`config.mk`:
```
export PLATFORM = sky130hd
export DESIGN_NAME = asram_strobe_ctl
export DESIGN_NICKNAME = d
export VERILOG_FILES = /design/src/rtl/asram_pkg.sv /design/src/rtl/asram_cfg_regs.sv /design/src/rtl/asram_seq.sv /design/src/rtl/asram_lane.sv /design/src/rtl/asram_strobe_ctl.sv
export SDC_FILE = /design/constraint.sdc
export NUM_CORES = 1
export LEC_CHECK = 0
export BUFFER_PORTS_ARGS = -buffer_cell sky130_fd_sc_hd__buf_4
export CORE_UTILIZATION = 35
export CTS_BUF_LIST = sky130_fd_sc_hd__clkbuf_8
export CTS_CLUSTER_DIAMETER = 100
export DETAILED_ROUTE_END_ITERATION = 8
export GPL_TIMING_DRIVEN = 0
export PLACE_DENSITY = 0.62
export SLEW_MARGIN = 30
export SYNTH_ARGS = -nofsm -noshare
export SYNTH_HDL_FRONTEND = slang
export SYNTH_SLANG_ARGS = --single-unit
export TNS_END_PERCENT = 10
```
`constraint.sdc`:
```
create_clock -name clk_i -period 2.73 [get_ports clk_i]
set_clock_uncertainty 0.1 [all_clocks]
set_input_delay 0.6825 -clock clk_i [delete_from_list [all_inputs] [get_ports clk_i]]
set_output_delay 0.6825 -clock clk_i [all_outputs]
set_load 0.1 [all_outputs]
```
`src/rtl/asram_pkg.sv`:
```
package asram_pkg;
  typedef enum logic [1:0] {ST_IDLE, ST_ACC, ST_GAP} st_e;

  localparam logic [2:0] CFG_BW = 3'd0;
  localparam logic [2:0] CFG_WE = 3'd1;
  localparam logic [2:0] CFG_OE = 3'd2;
  localparam logic [2:0] CFG_RD = 3'd3;
  localparam logic [2:0] CFG_WR = 3'd4;

  localparam logic [1:0] BW_16 = 2'b01;
endpackage

```
`src/rtl/asram_cfg_regs.sv`:
```
module asram_cfg_regs import asram_pkg::*; #(
  parameter int WE_W  = 4,
  parameter int OE_W  = 4,
  parameter int CYC_W = 5,
  parameter int CFG_W = 5
) (
  input  logic             clk_i,
  input  logic             rst_ni,
  input  logic             cfg_we_i,
  input  logic [2:0]       cfg_addr_i,
  input  logic [CFG_W-1:0] cfg_wdata_i,
  output logic [1:0]       bw_o,
  output logic [WE_W-1:0]  we_dly_o,
  output logic [OE_W-1:0]  oe_dly_o,
  output logic [CYC_W-1:0] rd_cyc_o,
  output logic [CYC_W-1:0] wr_cyc_o
);
  always_ff @(posedge clk_i or negedge rst_ni) begin
    if (!rst_ni) begin
      bw_o     <= '0;
      we_dly_o <= '0;
      oe_dly_o <= '0;
      rd_cyc_o <= '1;
      wr_cyc_o <= '1;
    end else if (cfg_we_i) begin
      case (cfg_addr_i)
        CFG_BW:  bw_o     <= cfg_wdata_i[1:0];
        CFG_WE:  we_dly_o <= cfg_wdata_i[WE_W-1:0];
        CFG_OE:  oe_dly_o <= cfg_wdata_i[OE_W-1:0];
        CFG_RD:  rd_cyc_o <= cfg_wdata_i[CYC_W-1:0];
        CFG_WR:  wr_cyc_o <= cfg_wdata_i[CYC_W-1:0];
        default: ;
      endcase
    end
  end
endmodule

```
`src/rtl/asram_seq.sv`:
```
module asram_seq import asram_pkg::*; #(
  parameter int WE_W  = 4,
  parameter int OE_W  = 4,
  parameter int CYC_W = 5
) (
  input  logic             clk_i,
  input  logic             rst_ni,
  input  logic             req_valid_i,
  input  logic             req_write_i,
  input  logic [WE_W-1:0]  we_dly_i,
  input  logic [OE_W-1:0]  oe_dly_i,
  input  logic [CYC_W-1:0] rd_cyc_i,
  input  logic [CYC_W-1:0] wr_cyc_i,
  output logic             accept_o,
  output logic             ready_o,
  output logic             cs_act_o,
  output logic             oe_act_o,
  output logic             we_act_o,
  output logic             dq_oe_o,
  output logic             sample_o,
  output logic             done_o
);
  localparam int MAX_A = (WE_W > OE_W) ? WE_W : OE_W;
  localparam int MAX_W = (CYC_W > MAX_A) ? CYC_W : MAX_A;
  localparam int CNT_W = MAX_W + 1;
  typedef logic [CNT_W-1:0] cnt_t;

  st_e  st_q;
  cnt_t cnt_q, end_q, on_q;
  logic wr_q;
  cnt_t we_x, oe_x, rd_x, wr_x, rd_end, wr_end, end_d, on_d;
  logic last, strb;

  // read end stretched so OE sees at least the last cycle
  always_comb begin
    we_x   = cnt_t'(we_dly_i);
    oe_x   = cnt_t'(oe_dly_i);
    rd_x   = cnt_t'(rd_cyc_i);
    wr_x   = cnt_t'(wr_cyc_i);
    rd_end = (rd_x > oe_x) ? rd_x : oe_x;
    wr_end = ((wr_x > we_x) ? wr_x : we_x) + cnt_t'(2);
    end_d  = req_write_i ? wr_end : rd_end;
    on_d   = req_write_i ? we_x + cnt_t'(1) : oe_x;
  end

  assign ready_o  = (st_q == ST_IDLE);
  assign accept_o = ready_o && req_valid_i;
  assign cs_act_o = (st_q == ST_ACC);
  assign last     = cs_act_o && (cnt_q == end_q);
  assign strb     = cs_act_o && (cnt_q >= on_q) && (!wr_q || (cnt_q < end_q));
  assign oe_act_o = strb && !wr_q;
  assign we_act_o = strb && wr_q;
  assign dq_oe_o  = cs_act_o && wr_q;
  assign sample_o = last && !wr_q;
  assign done_o   = (st_q == ST_GAP);

  always_ff @(posedge clk_i or negedge rst_ni) begin
    if (!rst_ni) begin
      st_q  <= ST_IDLE;
      cnt_q <= '0;
      end_q <= '0;
      on_q  <= '0;
      wr_q  <= 1'b0;
    end else begin
      case (st_q)
        ST_IDLE: if (accept_o) begin
          st_q  <= ST_ACC;
          cnt_q <= '0;
          end_q <= end_d;
          on_q  <= on_d;
          wr_q  <= req_write_i;
        end
        ST_ACC: begin
          if (last) st_q <= ST_GAP;
          else      cnt_q <= cnt_q + cnt_t'(1);
        end
        default: st_q <= ST_IDLE;
      endcase
    end
  end
endmodule

```
`src/rtl/asram_lane.sv`:
```
module asram_lane import asram_pkg::*; #(
  parameter int AW = 20,
  parameter int DW = 16
) (
  input  logic          clk_i,
  input  logic          rst_ni,
  input  logic          accept_i,
  input  logic [AW-1:0] req_addr_i,
  input  logic [DW-1:0] req_wdata_i,
  input  logic [1:0]    req_be_i,
  input  logic [1:0]    bw_i,
  input  logic          cs_act_i,
  input  logic          sample_i,
  input  logic [DW-1:0] mem_dq_i,
  output logic [AW-1:0] mem_addr_o,
  output logic [DW-1:0] mem_dq_o,
  output logic [1:0]    mem_be_no,
  output logic [DW-1:0] rdata_o
);
  localparam int LW = DW / 2;

  logic [DW-1:0] wdata_q;
  logic [1:0]    be_q;
  logic          wide_q;

  always_ff @(posedge clk_i or negedge rst_ni) begin
    if (!rst_ni) begin
      mem_addr_o <= '0;
      wdata_q    <= '0;
      be_q       <= '0;
      wide_q     <= 1'b0;
    end else if (accept_i) begin
      mem_addr_o <= req_addr_i;
      wdata_q    <= req_wdata_i;
      be_q       <= req_be_i;
      wide_q     <= (bw_i == BW_16);
    end
  end

  always_ff @(posedge clk_i or negedge rst_ni) begin
    if (!rst_ni)       rdata_o <= '0;
    else if (sample_i) rdata_o <= wide_q ? mem_dq_i : {{(DW-LW){1'b0}}, mem_dq_i[LW-1:0]};
  end

  assign mem_dq_o  = wide_q ? wdata_q : {{(DW-LW){1'b0}}, wdata_q[LW-1:0]};
  assign mem_be_no = !cs_act_i ? 2'b11 : (wide_q ? ~be_q : 2'b10);
endmodule

```
`src/rtl/asram_strobe_ctl.sv`:
```
module asram_strobe_ctl import asram_pkg::*; #(
  parameter int AW    = 20,
  parameter int DW    = 16,
  parameter int WE_W  = 4,
  parameter int OE_W  = 4,
  parameter int CYC_W = 5,
  parameter int CFG_W = 5
) (
  input  logic             clk_i,
  input  logic             rst_ni,
  input  logic             cfg_we_i,
  input  logic [2:0]       cfg_addr_i,
  input  logic [CFG_W-1:0] cfg_wdata_i,
  input  logic             req_valid_i,
  input  logic             req_write_i,
  input  logic [AW-1:0]    req_addr_i,
  input  logic [DW-1:0]    req_wdata_i,
  input  logic [1:0]       req_be_i,
  output logic             req_ready_o,
  output logic             done_o,
  output logic [DW-1:0]    rdata_o,
  output logic [AW-1:0]    mem_addr_o,
  output logic [DW-1:0]    mem_dq_o,
  output logic             mem_dq_oe_o,
  input  logic [DW-1:0]    mem_dq_i,
  output logic             mem_cs_no,
  output logic             mem_oe_no,
  output logic             mem_we_no,
  output logic [1:0]       mem_be_no
);
  logic [1:0]       bw;
  logic [WE_W-1:0]  we_dly;
  logic [OE_W-1:0]  oe_dly;
  logic [CYC_W-1:0] rd_cyc, wr_cyc;
  logic             accept, cs_act, oe_act, we_act, sample;

  asram_cfg_regs #(.WE_W(WE_W), .OE_W(OE_W), .CYC_W(CYC_W), .CFG_W(CFG_W)) i_cfg (
    .clk_i, .rst_ni, .cfg_we_i, .cfg_addr_i, .cfg_wdata_i,
    .bw_o(bw), .we_dly_o(we_dly), .oe_dly_o(oe_dly), .rd_cyc_o(rd_cyc), .wr_cyc_o(wr_cyc)
  );

  asram_seq #(.WE_W(WE_W), .OE_W(OE_W), .CYC_W(CYC_W)) i_seq (
    .clk_i, .rst_ni, .req_valid_i, .req_write_i,
    .we_dly_i(we_dly), .oe_dly_i(oe_dly), .rd_cyc_i(rd_cyc), .wr_cyc_i(wr_cyc),
    .accept_o(accept), .ready_o(req_ready_o), .cs_act_o(cs_act), .oe_act_o(oe_act),
    .we_act_o(we_act), .dq_oe_o(mem_dq_oe_o), .sample_o(sample), .done_o(done_o)
  );

  asram_lane #(.AW(AW), .DW(DW)) i_lane (
    .clk_i, .rst_ni, .accept_i(accept), .req_addr_i, .req_wdata_i, .req_be_i,
    .bw_i(bw), .cs_act_i(cs_act), .sample_i(sample), .mem_dq_i,
    .mem_addr_o, .mem_dq_o, .mem_be_no, .rdata_o
  );

  assign mem_cs_no = ~cs_act;
  assign mem_oe_no = ~oe_act;
  assign mem_we_no = ~we_act;
endmodule

```
==> impl_metrics.ini <==
[outcome]
status = complete, but fails checks
violations = negative setup slack

[yosys]
synth_edf_count = 0
synth_top_area_frac = 0.473
synthAdderAreaFrac = 0.0612
ys.flop_type = dfrtp_1
yosysWarnings = 0
synth.largest_area_cell = dfrtp_1
yosys.area_share.simple = 0.221
synthMuxAreaShare = 0.0514
synth_compound_area_frac = 0.0701
synthArstFlopShare = 1.00
synth.most_common_cell = nand2_1
synth_area_leaders = dfrtp_1 47%, nand2_1 15%, ha_1 6.1%, dfstp_2 5.8%, mux2_2 3.5%
synthesis.nets = 574
netlist_top_cells_count = 184 x nand2_1, 85 x dfrtp_1, 29 x o21ai_0
synth_top_family_by_area = simple AND/OR/NAND/NOR gates
avgSynthCellArea_um2 = 9.28
syn-cell-area_um2 = 4500
ys_seq_area_frac = 0.531
ys_ff_latch = 95
synthDistinctLibCells = 41
synthCells = 485
synth_xor_area_frac = 0.0156

[placed_design]
dpl_worst_slack_ns = -0.242
gp_congestion = 0.759
hpwlAfterDp_um = 8110
port_buffers = 126
dpl.cell_count = 783

[clock_tree]
insertion_delay_ns = 0.37
cts_tree = yes
numCtsBuffers = 9
cts-htree-levels = 3
hold_buffers = 0
clk_pin_slew_ns = 0.09
cts_max_path_buffers = 2
cts-root-buf = clkbuf_8
cts.sinks = 95

[timing]
tns_ns = -0.625
rsz0062_at_grt = true
finalCritPeriodShare = 1.13
hold-worst-slack_ns = 0.126
finalSetupViolations = 2
slew_viol_final = 0
relSlewSlack = 0.359
fin_ws_ns = -0.352
tightest_slew_ns = 0.953
hold_viol = 0
final.min_clock_period_ns = 3.08
fmax_ghz = 0.324

[die]
start_util = 0.358
die_area_um2 = 13300
row_count = 41
core_um2 = 12600
io_pins = 127
die_w_um = 115
fp.dieH_um = 115

[cells_and_area]
area_delta_synth_final_pct = 33.0
antennaDiodeCount = 0
nets = 716
instances_no_fill = 804
drive_gt1_frac = 0.299
fill_cells = 1210

[route]
drcViolationCount = 0
drt_pass1_iterations = 4
ant_nets = 0
routedWlPerCell_um = 13.5
vias = 3693
drt_iter0_drc = 182
routed_wl_um = 10800
viasPerCell = 4.59

[global_routing]
gr-usage-all-layers = 0.172
overflow = 0
grt_antenna_before_repair = 0
grt_pass1_wl_um = 17500
grt_pass1_vias = 3631
grt_max_degree = 96

[power]
ir_drop_v = 0.000338
total_power_mw = 3.21
power.density_nw_per_um2 = 536
cellLeakagePower_nw = 3.20

[critical_path]
endpoint_kind = output port
crit_fanout = 2
start_kind = flip-flop
reg2reg_from = i_cfg.we_dly_o[3]$_DFFE_PN0P_
worst-endpoint-arrival_ns = 2.30
required_ns = 1.95
path_class = flip-flop to output port
reg2reg_to = i_seq.end_q[2]$_DFFE_PN0P_
rr_worst_depth = 11
critical_path.startpoint = i_seq.cnt_q[0]$_DFFE_PN0P_
r2r_setup_slack_ns = 0.18

[min_path]
hold_class = primary input to asynchronous set/reset pin

[run]
drv_cap = 0
## kinds of logic after synthesis
family,after synthesis
AND/OR/NAND/NOR,240
multiplexers,21
adder cells (fa/ha/maj),22
buffers and inverters,49
AO/OA/AOI/OAI,50
XOR/XNOR,8
flip-flops,95
## final cells by class
cell class,count,area [um2],share of cell area
plain buffers,26,136,0.0228
inverters,23,86.3,0.0144
well taps,172,215,0.0359
clock buffers,10,138,0.0230
repair buffers,131,1030,0.172
flip-flops and latches,95,2390,0.399
clock inverters,6,52.6,0.00878
multi-input cells,341,1940,0.324
## stage by stage
step	util	cell area (um2)
after CTS	0.474	5950
final	0.476	5990
after floorplan	-	4530
after global routing	0.476	5990
after detailed placement	0.453	5690
after global placement	0.453	5690
## placed cells by master, fill, tap and decap left out, drive strengths merged, types with 2 or more instances in the layout
master	count
xor2	5
o21ai	30
dfstp	10
a211o	2
nor2b	3
nand3	11
mux2	14
inv	25
a21oi	4
nand2b	3
nand2	184
and2	10
mux2i	7
clkinv	3
a21o	3
o221ai	3
nand4	5
ha	22
clkbuf	22
o211ai	3
xnor2	3
nor2	14
buf	145
dfrtp	85
nor3	3
nand3b	2
## state kept, by name, indices dropped and copies added, names as in the netlist
register,flops
i_lane.rdata_o,16
i_lane.be_q,2
i_cfg.rd_cyc_o,5
i_lane.mem_addr_o,20
i_seq.on_q,5
i_cfg.oe_dly_o,4
i_lane.wide_q,1
i_lane.wdata_q,16
i_seq.end_q,6
i_cfg.we_dly_o,4
i_seq.wr_q,1
i_cfg.bw_o,2
i_cfg.wr_cyc_o,5
i_seq.st_q,2
i_seq.cnt_q,6
## where the power goes
group | leakage, nW | internal, mW | total (mW) | switching (mW)
clock | 0.108 | 0.438 | 0.914 | 0.477
sequential | 1.20 | 1.51 | 1.59 | 0.0786
combinational | 1.89 | 0.307 | 0.704 | 0.397
total | 3.20 | 2.26 | 3.21 | 0.952
## worst max-delay path by stage
stage,to,slack (ns),depth (start not counted)
floorplan,mem_be_no[0],-0.03,3
global placement,mem_we_no,-0.20,9
CTS,mem_we_no,-0.45,9
global route,mem_we_no,-0.45,9
finish,mem_we_no,-0.35,9
detailed placement,mem_we_no,-0.24,9
## timing repair
item | in CTS | in global routing
pin swaps | 5 | 2
endpoints found under the setup margin | 2 | 12
buffers inserted | 3 | 1
gates resized for setup | 9 | 1
## critical path: stages (launching register included)
cell,delay [ns]
dfrtp_1,0.41
inv_2,0.08
ha_4,0.19
nand2b_4,0.13
a21o_1,0.15
a21o_1,0.15
a21o_1,0.16
a211o_1,0.33
o2111ai_4,0.13
buf_12,0.21
## per-layer routing
layer  up-vias  part of all wire  track usage
li1       1856                 -            -
met1      1727              0.46        0.218
met2        96              0.47        0.287
met3        14             0.064       0.0364
met4         0             0.015       0.0684
met5         -                 0            0
(Power assumes the default switching activity.)
